`src/rtl/flash_guard_pkg.sv`:
```
package flash_guard_pkg;

    typedef enum logic [1:0] {
        MD_PARALLEL = 2'd0,
        MD_SERIAL   = 2'd1,
        MD_CPU      = 2'd2,
        MD_IDLE     = 2'd3
    } mode_e;

    typedef enum logic [1:0] {
        OP_READ  = 2'd0,
        OP_PROG  = 2'd1,
        OP_ERASE = 2'd2,
        OP_RSVD  = 2'd3
    } op_e;

    typedef enum logic [1:0] {
        LVL_OFF = 2'b00,
        LVL_ONE = 2'b01,
        LVL_TWO = 2'b10
    } lvl_e;

    typedef enum logic [1:0] {
        ST_BOOT = 2'd0,
        ST_WAIT = 2'd1,
        ST_RUN  = 2'd2
    } boot_st_e;

    localparam logic [7:0] CTRL_ERASED = 8'hFF;
    localparam logic [1:0] FIELD_IDLE  = 2'b11;
    localparam logic [1:0] CLEAR_CODE  = 2'b00;

endpackage

```
`src/rtl/fg_decode.sv`:
```
module fg_decode
    import flash_guard_pkg::*;
(
    input  logic [1:0] lvl1_field_i,
    input  logic [1:0] clear_field_i,
    input  logic [1:0] lvl2_field_i,
    output lvl_e       lvl_o
);

    logic want_one;
    logic want_two;
    logic cleared;

    always_comb begin
        want_one = (lvl1_field_i != FIELD_IDLE);
        want_two = (lvl2_field_i != FIELD_IDLE);
        cleared  = (clear_field_i == CLEAR_CODE);
        if (cleared) begin
            lvl_o = LVL_OFF;
        end else if (want_two) begin
            lvl_o = LVL_TWO;
        end else if (want_one) begin
            lvl_o = LVL_ONE;
        end else begin
            lvl_o = LVL_OFF;
        end
    end

endmodule

```
`src/rtl/fg_boot.sv`:
```
module fg_boot
    import flash_guard_pkg::*;
#(
    parameter int AW = 20
) (
    input  logic          clk,
    input  logic          rst_n,
    input  logic          fl_rvalid_i,
    input  logic [7:0]    fl_rdata_i,
    input  logic          upd_en_i,
    input  logic [7:0]    upd_byte_i,
    output logic          fl_rd_o,
    output logic [AW-1:0] fl_addr_o,
    output logic          ready_o,
    output logic [7:0]    ctrl_o
);

    localparam logic [AW-1:0] CTRL_ADDR = {AW{1'b1}};

    boot_st_e st_q;
    boot_st_e st_nxt;

    // state register
    always_ff @(posedge clk or negedge rst_n) begin
        if (!rst_n) begin
            st_q <= ST_BOOT;
        end else begin
            st_q <= st_nxt;
        end
    end

    // transitions: BOOT->WAIT always, WAIT->RUN on read data, RUN holds
    always_comb begin
        st_nxt = st_q;
        unique case (st_q)
            ST_BOOT: st_nxt = ST_WAIT;
            ST_WAIT: st_nxt = fl_rvalid_i ? ST_RUN : ST_WAIT;
            ST_RUN:  st_nxt = ST_RUN;
            default: st_nxt = ST_BOOT;
        endcase
    end

    // outputs per state
    always_comb begin
        fl_addr_o = CTRL_ADDR;
        fl_rd_o   = 1'b0;
        ready_o   = 1'b0;
        unique case (st_q)
            ST_BOOT: fl_rd_o = 1'b1;
            ST_WAIT: fl_rd_o = 1'b0;
            ST_RUN:  ready_o = 1'b1;
            default: fl_rd_o = 1'b0;
        endcase
    end

    // kept copy of the control byte
    always_ff @(posedge clk or negedge rst_n) begin
        if (!rst_n) begin
            ctrl_o <= CTRL_ERASED;
        end else if (st_q == ST_WAIT && fl_rvalid_i) begin
            ctrl_o <= fl_rdata_i;
        end else if (upd_en_i) begin
            ctrl_o <= upd_byte_i;
        end
    end

endmodule

```
`src/rtl/fg_gate.sv`:
```
module fg_gate
    import flash_guard_pkg::*;
#(
    parameter int AW     = 20,
    parameter int BLK_AW = 12
) (
    input  logic          clk,
    input  logic          rst_n,
    input  logic          ready_i,
    input  lvl_e          lvl_i,
    input  mode_e         mode_i,
    input  logic          req_valid_i,
    input  op_e           op_i,
    input  logic [AW-1:0] addr_i,
    input  logic [7:0]    wdata_i,
    input  logic          test_rd_i,
    input  logic [7:0]    ctrl_i,
    output logic          upd_en_o,
    output logic [7:0]    upd_byte_o,
    output logic          req_grant_o,
    output logic          req_deny_o,
    output logic          test_grant_o,
    output logic          test_deny_o,
    output logic          err_o
);

    localparam int TOP_W = AW - BLK_AW;

    logic restricted;
    logic hits_ctrl;
    logic hits_top;
    logic req_ok;
    logic test_ok;

    always_comb begin
        restricted = (mode_i == MD_PARALLEL) || (mode_i == MD_IDLE);
        hits_ctrl  = (addr_i == {AW{1'b1}});
        hits_top   = (addr_i[AW-1:BLK_AW] == {TOP_W{1'b1}});
        req_ok     = ready_i && (op_i != OP_RSVD) &&
                     (!restricted || lvl_i == LVL_OFF);
        test_ok    = ready_i && (lvl_i != LVL_TWO);
        upd_en_o   = 1'b0;
        upd_byte_o = ctrl_i;
        if (req_valid_i && req_ok) begin
            if (op_i == OP_PROG && hits_ctrl) begin
                upd_en_o   = 1'b1;
                upd_byte_o = ctrl_i & wdata_i;
            end else if (op_i == OP_ERASE && hits_top) begin
                upd_en_o   = 1'b1;
                upd_byte_o = CTRL_ERASED;
            end
        end
    end

    always_ff @(posedge clk or negedge rst_n) begin
        if (!rst_n) begin
            req_grant_o  <= 1'b0;
            req_deny_o   <= 1'b0;
            test_grant_o <= 1'b0;
            test_deny_o  <= 1'b0;
            err_o        <= 1'b0;
        end else begin
            req_grant_o  <= req_valid_i && req_ok;
            req_deny_o   <= req_valid_i && !req_ok;
            test_grant_o <= test_rd_i && test_ok;
            test_deny_o  <= test_rd_i && !test_ok;
            err_o        <= (req_valid_i && !req_ok) || (test_rd_i && !test_ok);
        end
    end

endmodule

```
`src/rtl/flash_guard.sv`:
```
module flash_guard
    import flash_guard_pkg::*;
#(
    parameter int AW     = 20,
    parameter int BLK_AW = 12
) (
    input  logic          clk,
    input  logic          rst_n,
    input  logic [1:0]    mode_i,
    input  logic          req_valid_i,
    input  logic [1:0]    req_op_i,
    input  logic [AW-1:0] req_addr_i,
    input  logic [7:0]    req_wdata_i,
    input  logic          test_rd_i,
    input  logic          fl_rvalid_i,
    input  logic [7:0]    fl_rdata_i,
    output logic          fl_rd_o,
    output logic [AW-1:0] fl_addr_o,
    output logic          ready_o,
    output logic [1:0]    level_o,
    output logic          req_grant_o,
    output logic          req_deny_o,
    output logic          test_grant_o,
    output logic          test_deny_o,
    output logic          err_o
);

    logic       upd_en;
    logic [7:0] upd_byte;
    logic [7:0] ctrl_byte;
    lvl_e       lvl;

    fg_boot #(.AW(AW)) u_boot (
        .clk        (clk),
        .rst_n      (rst_n),
        .fl_rvalid_i(fl_rvalid_i),
        .fl_rdata_i (fl_rdata_i),
        .upd_en_i   (upd_en),
        .upd_byte_i (upd_byte),
        .fl_rd_o    (fl_rd_o),
        .fl_addr_o  (fl_addr_o),
        .ready_o    (ready_o),
        .ctrl_o     (ctrl_byte)
    );

    fg_decode u_decode (
        .lvl1_field_i (ctrl_byte[7:6]),
        .clear_field_i(ctrl_byte[5:4]),
        .lvl2_field_i (ctrl_byte[3:2]),
        .lvl_o        (lvl)
    );

    fg_gate #(.AW(AW), .BLK_AW(BLK_AW)) u_gate (
        .clk         (clk),
        .rst_n       (rst_n),
        .ready_i     (ready_o),
        .lvl_i       (lvl),
        .mode_i      (mode_e'(mode_i)),
        .req_valid_i (req_valid_i),
        .op_i        (op_e'(req_op_i)),
        .addr_i      (req_addr_i),
        .wdata_i     (req_wdata_i),
        .test_rd_i   (test_rd_i),
        .ctrl_i      (ctrl_byte),
        .upd_en_o    (upd_en),
        .upd_byte_o  (upd_byte),
        .req_grant_o (req_grant_o),
        .req_deny_o  (req_deny_o),
        .test_grant_o(test_grant_o),
        .test_deny_o (test_deny_o),
        .err_o       (err_o)
    );

    assign level_o = ready_o ? lvl : LVL_OFF;

endmodule

```
`config.mk`:
```
export PLATFORM = sky130hd
export DESIGN_NAME = flash_guard
export DESIGN_NICKNAME = d
export VERILOG_FILES = /design/src/rtl/flash_guard_pkg.sv /design/src/rtl/fg_decode.sv /design/src/rtl/fg_boot.sv /design/src/rtl/fg_gate.sv /design/src/rtl/flash_guard.sv
export SDC_FILE = /design/constraint.sdc
export NUM_CORES = 1
export LEC_CHECK = 0
export ABC_AREA = 1
export BUFFER_PORTS_ARGS = -buffer_cell sky130_fd_sc_hd__buf_2
export CAP_MARGIN = 5
export CORE_MARGIN = 8
export CORE_UTILIZATION = 37
export DETAILED_ROUTE_END_ITERATION = 10
export GPL_ROUTABILITY_DRIVEN = 0
export PLACE_DENSITY = 0.76
export SKIP_CTS_REPAIR_TIMING = 1
export SLEW_MARGIN = 10
export SYNTH_ARGS = -nofsm -noshare
export SYNTH_HDL_FRONTEND = slang
export SYNTH_SLANG_ARGS = --single-unit
```
`constraint.sdc`:
```
create_clock -name clk -period 1.28 [get_ports clk]
set_clock_uncertainty 0.05 [all_clocks]
set_input_delay 0 -clock clk [delete_from_list [all_inputs] [get_ports clk]]
set_output_delay 0 -clock clk [all_outputs]
set_load 0.05 [all_outputs]
```
==> metrics <==
outcome finished with violations; failing checks setup timing; Die Y 70.3 µm; row count 19; Remaining Overflow, GRT 0; CP arrival 1440 ps; Total GRT Usage 0.111; kind of critical path reg2out; Total Nets Final 275; Max H-tree Level 1; DRC Markers 0; clock root buffer clkbuf_4; clk sink count 13; crit path cell chain inv_2 -> nand2_4 -> buf_6 -> nand2_4 -> nor3_4 -> buf_6; vias per inst 4.40; Hold WS 23.9 ps; global-route wire length before repair 4.74 mm; routed via count 1145; delay-heaviest family, CP flip-flops; Die W 70.3 µm; Critical path buffers and inverters 3; Routed Antenna Nets 0; area of the multi-input gates 671 µm²; Clock transition at path regs 80 ps; P_leak 0.859 nW; crit share post-route 1.16; Slew Viols, Final 0; vias in the first global route 1178; Setup violations, final 9; CP Launch Type register; syn avg cell area 6.81 µm²; Sw Ratio 0.475; TritonCTS buffer count 3; placed insts 249; Hold WC Path Type in2reg; CP max stage delay 550 ps; Max Clk Rate 0.672 GHz; ANT cells 0; largest net degree at the start of global routing 14; number of synthesized register bits 13; Final Hold Viols 0; Post-Syn Area 1090 µm²; die area 4940 µm²; crit path time final 1490 ps; sequential power share 0.270; CP max stage cell dfstp_2; fill count 260; Synth-to-Final Area Change 44.3%; combinational share of power 0.637; clk_lat worst skew 280 ps; final std cells w/o fill 260; Initial Util 0.392; Total Wirelength 2.88 mm; Worst IR Drop VDD 1.42 mV; Sequential Area 334 µm²; Pre-antenna DRT Iters 5; I/O pins 74; share of cells above drive strength 1 0.450; initial antenna violation count 0; critical path capture point type output pin; IO buf count 49; RSZ-0062 raised after global routing yes; CTS tree built; drt wl/cell 11.1 µm; Clock Path Buffers 2; worst setup slack after layout -209 ps; MaxCap Viol Count 0; synth warn 0; Clock power frac 0.093; pwr dens 1780 nW/µm²; Sw Pwr 1.33 mW; DRT iter0 DRCs 42; sequential cell area fraction in the yosys report 0.305; Core ar. 2780 µm²; HPWL Detailed 2.37 mm; Syn Inst Count 160; Netlist cell types 22; WP data required 1230 ps; top fanout value on the critical path 2; Pint 1.47 mW
final cells by class:
| class | instances | area share |
|---|---|---|
| Clock buffer | 4 | 0.0167 |
| Inverter | 18 | 0.0469 |
| Multi-Input combinational cell | 128 | 0.426 |
| Sequential cell | 13 | 0.212 |
| Tap cell | 31 | 0.0247 |
| Timing Repair Buffer | 66 | 0.273 |
worst paths after layout:
check                                 start                 to  slack (ps)  cells after the start
min in group asynchronous             rst_n     u_boot.st_q[0]          90                      2
max                        u_boot.ctrl_o[4]         level_o[0]        -210                      6
max reg2reg                u_boot.ctrl_o[4]   u_boot.ctrl_o[4]        -150                     10
min                             req_op_i[1]  u_gate.req_deny_o          20                      5
max in group asynchronous             rst_n   u_boot.ctrl_o[6]         820                      2
min reg2reg                  u_boot.st_q[0]     u_boot.st_q[0]         470                      1
cells by family after synthesis:
| kind of cell | count (synthesis) | synth area share |
|---|---|---|
| xor gates and xnor gates | 1 | 0.00804 |
| and+or+nand+nor | 98 | 0.434 |
| AOI/OAI and AO/OA | 9 | 0.0471 |
| other | 1 | 0.00344 |
| DFF | 13 | 0.305 |
| buffers and inverters | 38 | 0.202 |
cell usage after synthesis:
library cell | count | area [µm²]
inv_1 | 16 | 60.1
inv_4 | 1 | 6.26
a21oi_2 | 1 | 8.76
o21a_1 | 1 | 7.51
inv_2 | 1 | 3.75
nor2_4 | 2 | 22.5
xnor2_1 | 1 | 8.76
dfstp_2 | 6 | 158
buf_4 | 20 | 150
nand2_2 | 3 | 18.8
dfrtp_1 | 7 | 175
nor3_2 | 1 | 10.0
nand2_8 | 1 | 20.0
a21oi_1 | 7 | 35.0
nor2_1 | 15 | 56.3
nand2_4 | 2 | 22.5
nand2_1 | 52 | 195
nor3_1 | 1 | 5.00
conb_1 | 1 | 3.75
nand3_2 | 2 | 20.0
or2_0 | 6 | 37.5
nand3_1 | 13 | 65.1
power groups by stage:
stage / combinational, mW / clock (mW) / sequential, mW
after floorplan: 0.905 / 0 / 0.832
after global placement: 1.45 / 0 / 0.726
after detailed placement: 1.46 / 0 / 0.733
after CTS: 1.47 / 0.260 / 0.726
after global routing: 1.92 / 0.283 / 0.776
final: 1.78 / 0.259 / 0.755
worst register-to-register path, cell delays in order (launching register included):
cell and delay [ps]:
dfstp_2 550, inv_2 40, nand2_4 70, buf_6 90, o21a_1 110, nand2_2 60
nand3_2 90, nand2_4 80, nand2_4 110, nand2_1 60, nand2_1 60
placed cells by master, fill, tap and decap left out, types with 2 or more instances in the layout:
cell type      netlist  layout
buf_2                0      46
nand2_1             52      42
conb_1               1      20
nor2_1              15      14
nand3_1             13      13
inv_1               16      12
nand2_2              3       9
buf_4               20       9
nand2_4              2       6
a21oi_1              7       6
or2_0                6       6
dfstp_2              6       6
dfrtp_1              7       6
buf_6                0       5
inv_2                1       4
dlygate4sd3_1        0       4
clkbuf_4             0       3
nor2_4               2       2
a21oi_2              1       2
nand3_2              2       2
flip-flops by register name, indices dropped and copies added (netlist names):
signal               cells
u_boot.st_q              2
u_gate.err_o             1
u_gate.test_deny_o       1
u_gate.req_grant_o       1
u_gate.test_grant_o      1
u_gate.req_deny_o        1
u_boot.ctrl_o            6
per-layer routing:
| metal | up-vias | global-route usage | share of wire |
|---|---|---|---|
| li1 | 587 | - | - |
| met1 | 506 | 0.130 | 0.44 |
| met2 | 49 | 0.188 | 0.50 |
| met3 | 3 | 0.0339 | 0.052 |
| met4 | 0 | 0.0335 | 0.0083 |
| met5 | - | 0 | 0 |
per-stage QoR:
stage                     worst slack, ps  setup TNS, ps  cell area (µm²)  utilization  power (mW)
after CTS                            -307          -1470             1420        0.511        2.45
after floorplan                     -72.6           -336             1170            -        1.74
after global routing                 -276          -1820             1570        0.565        2.98
final                                -209          -1210             1570        0.565        2.79
after detailed placement             -135           -747             1400        0.502        2.20
after global placement              -91.0           -525             1400        0.502        2.18
Power figures use the tool's default switching activity.
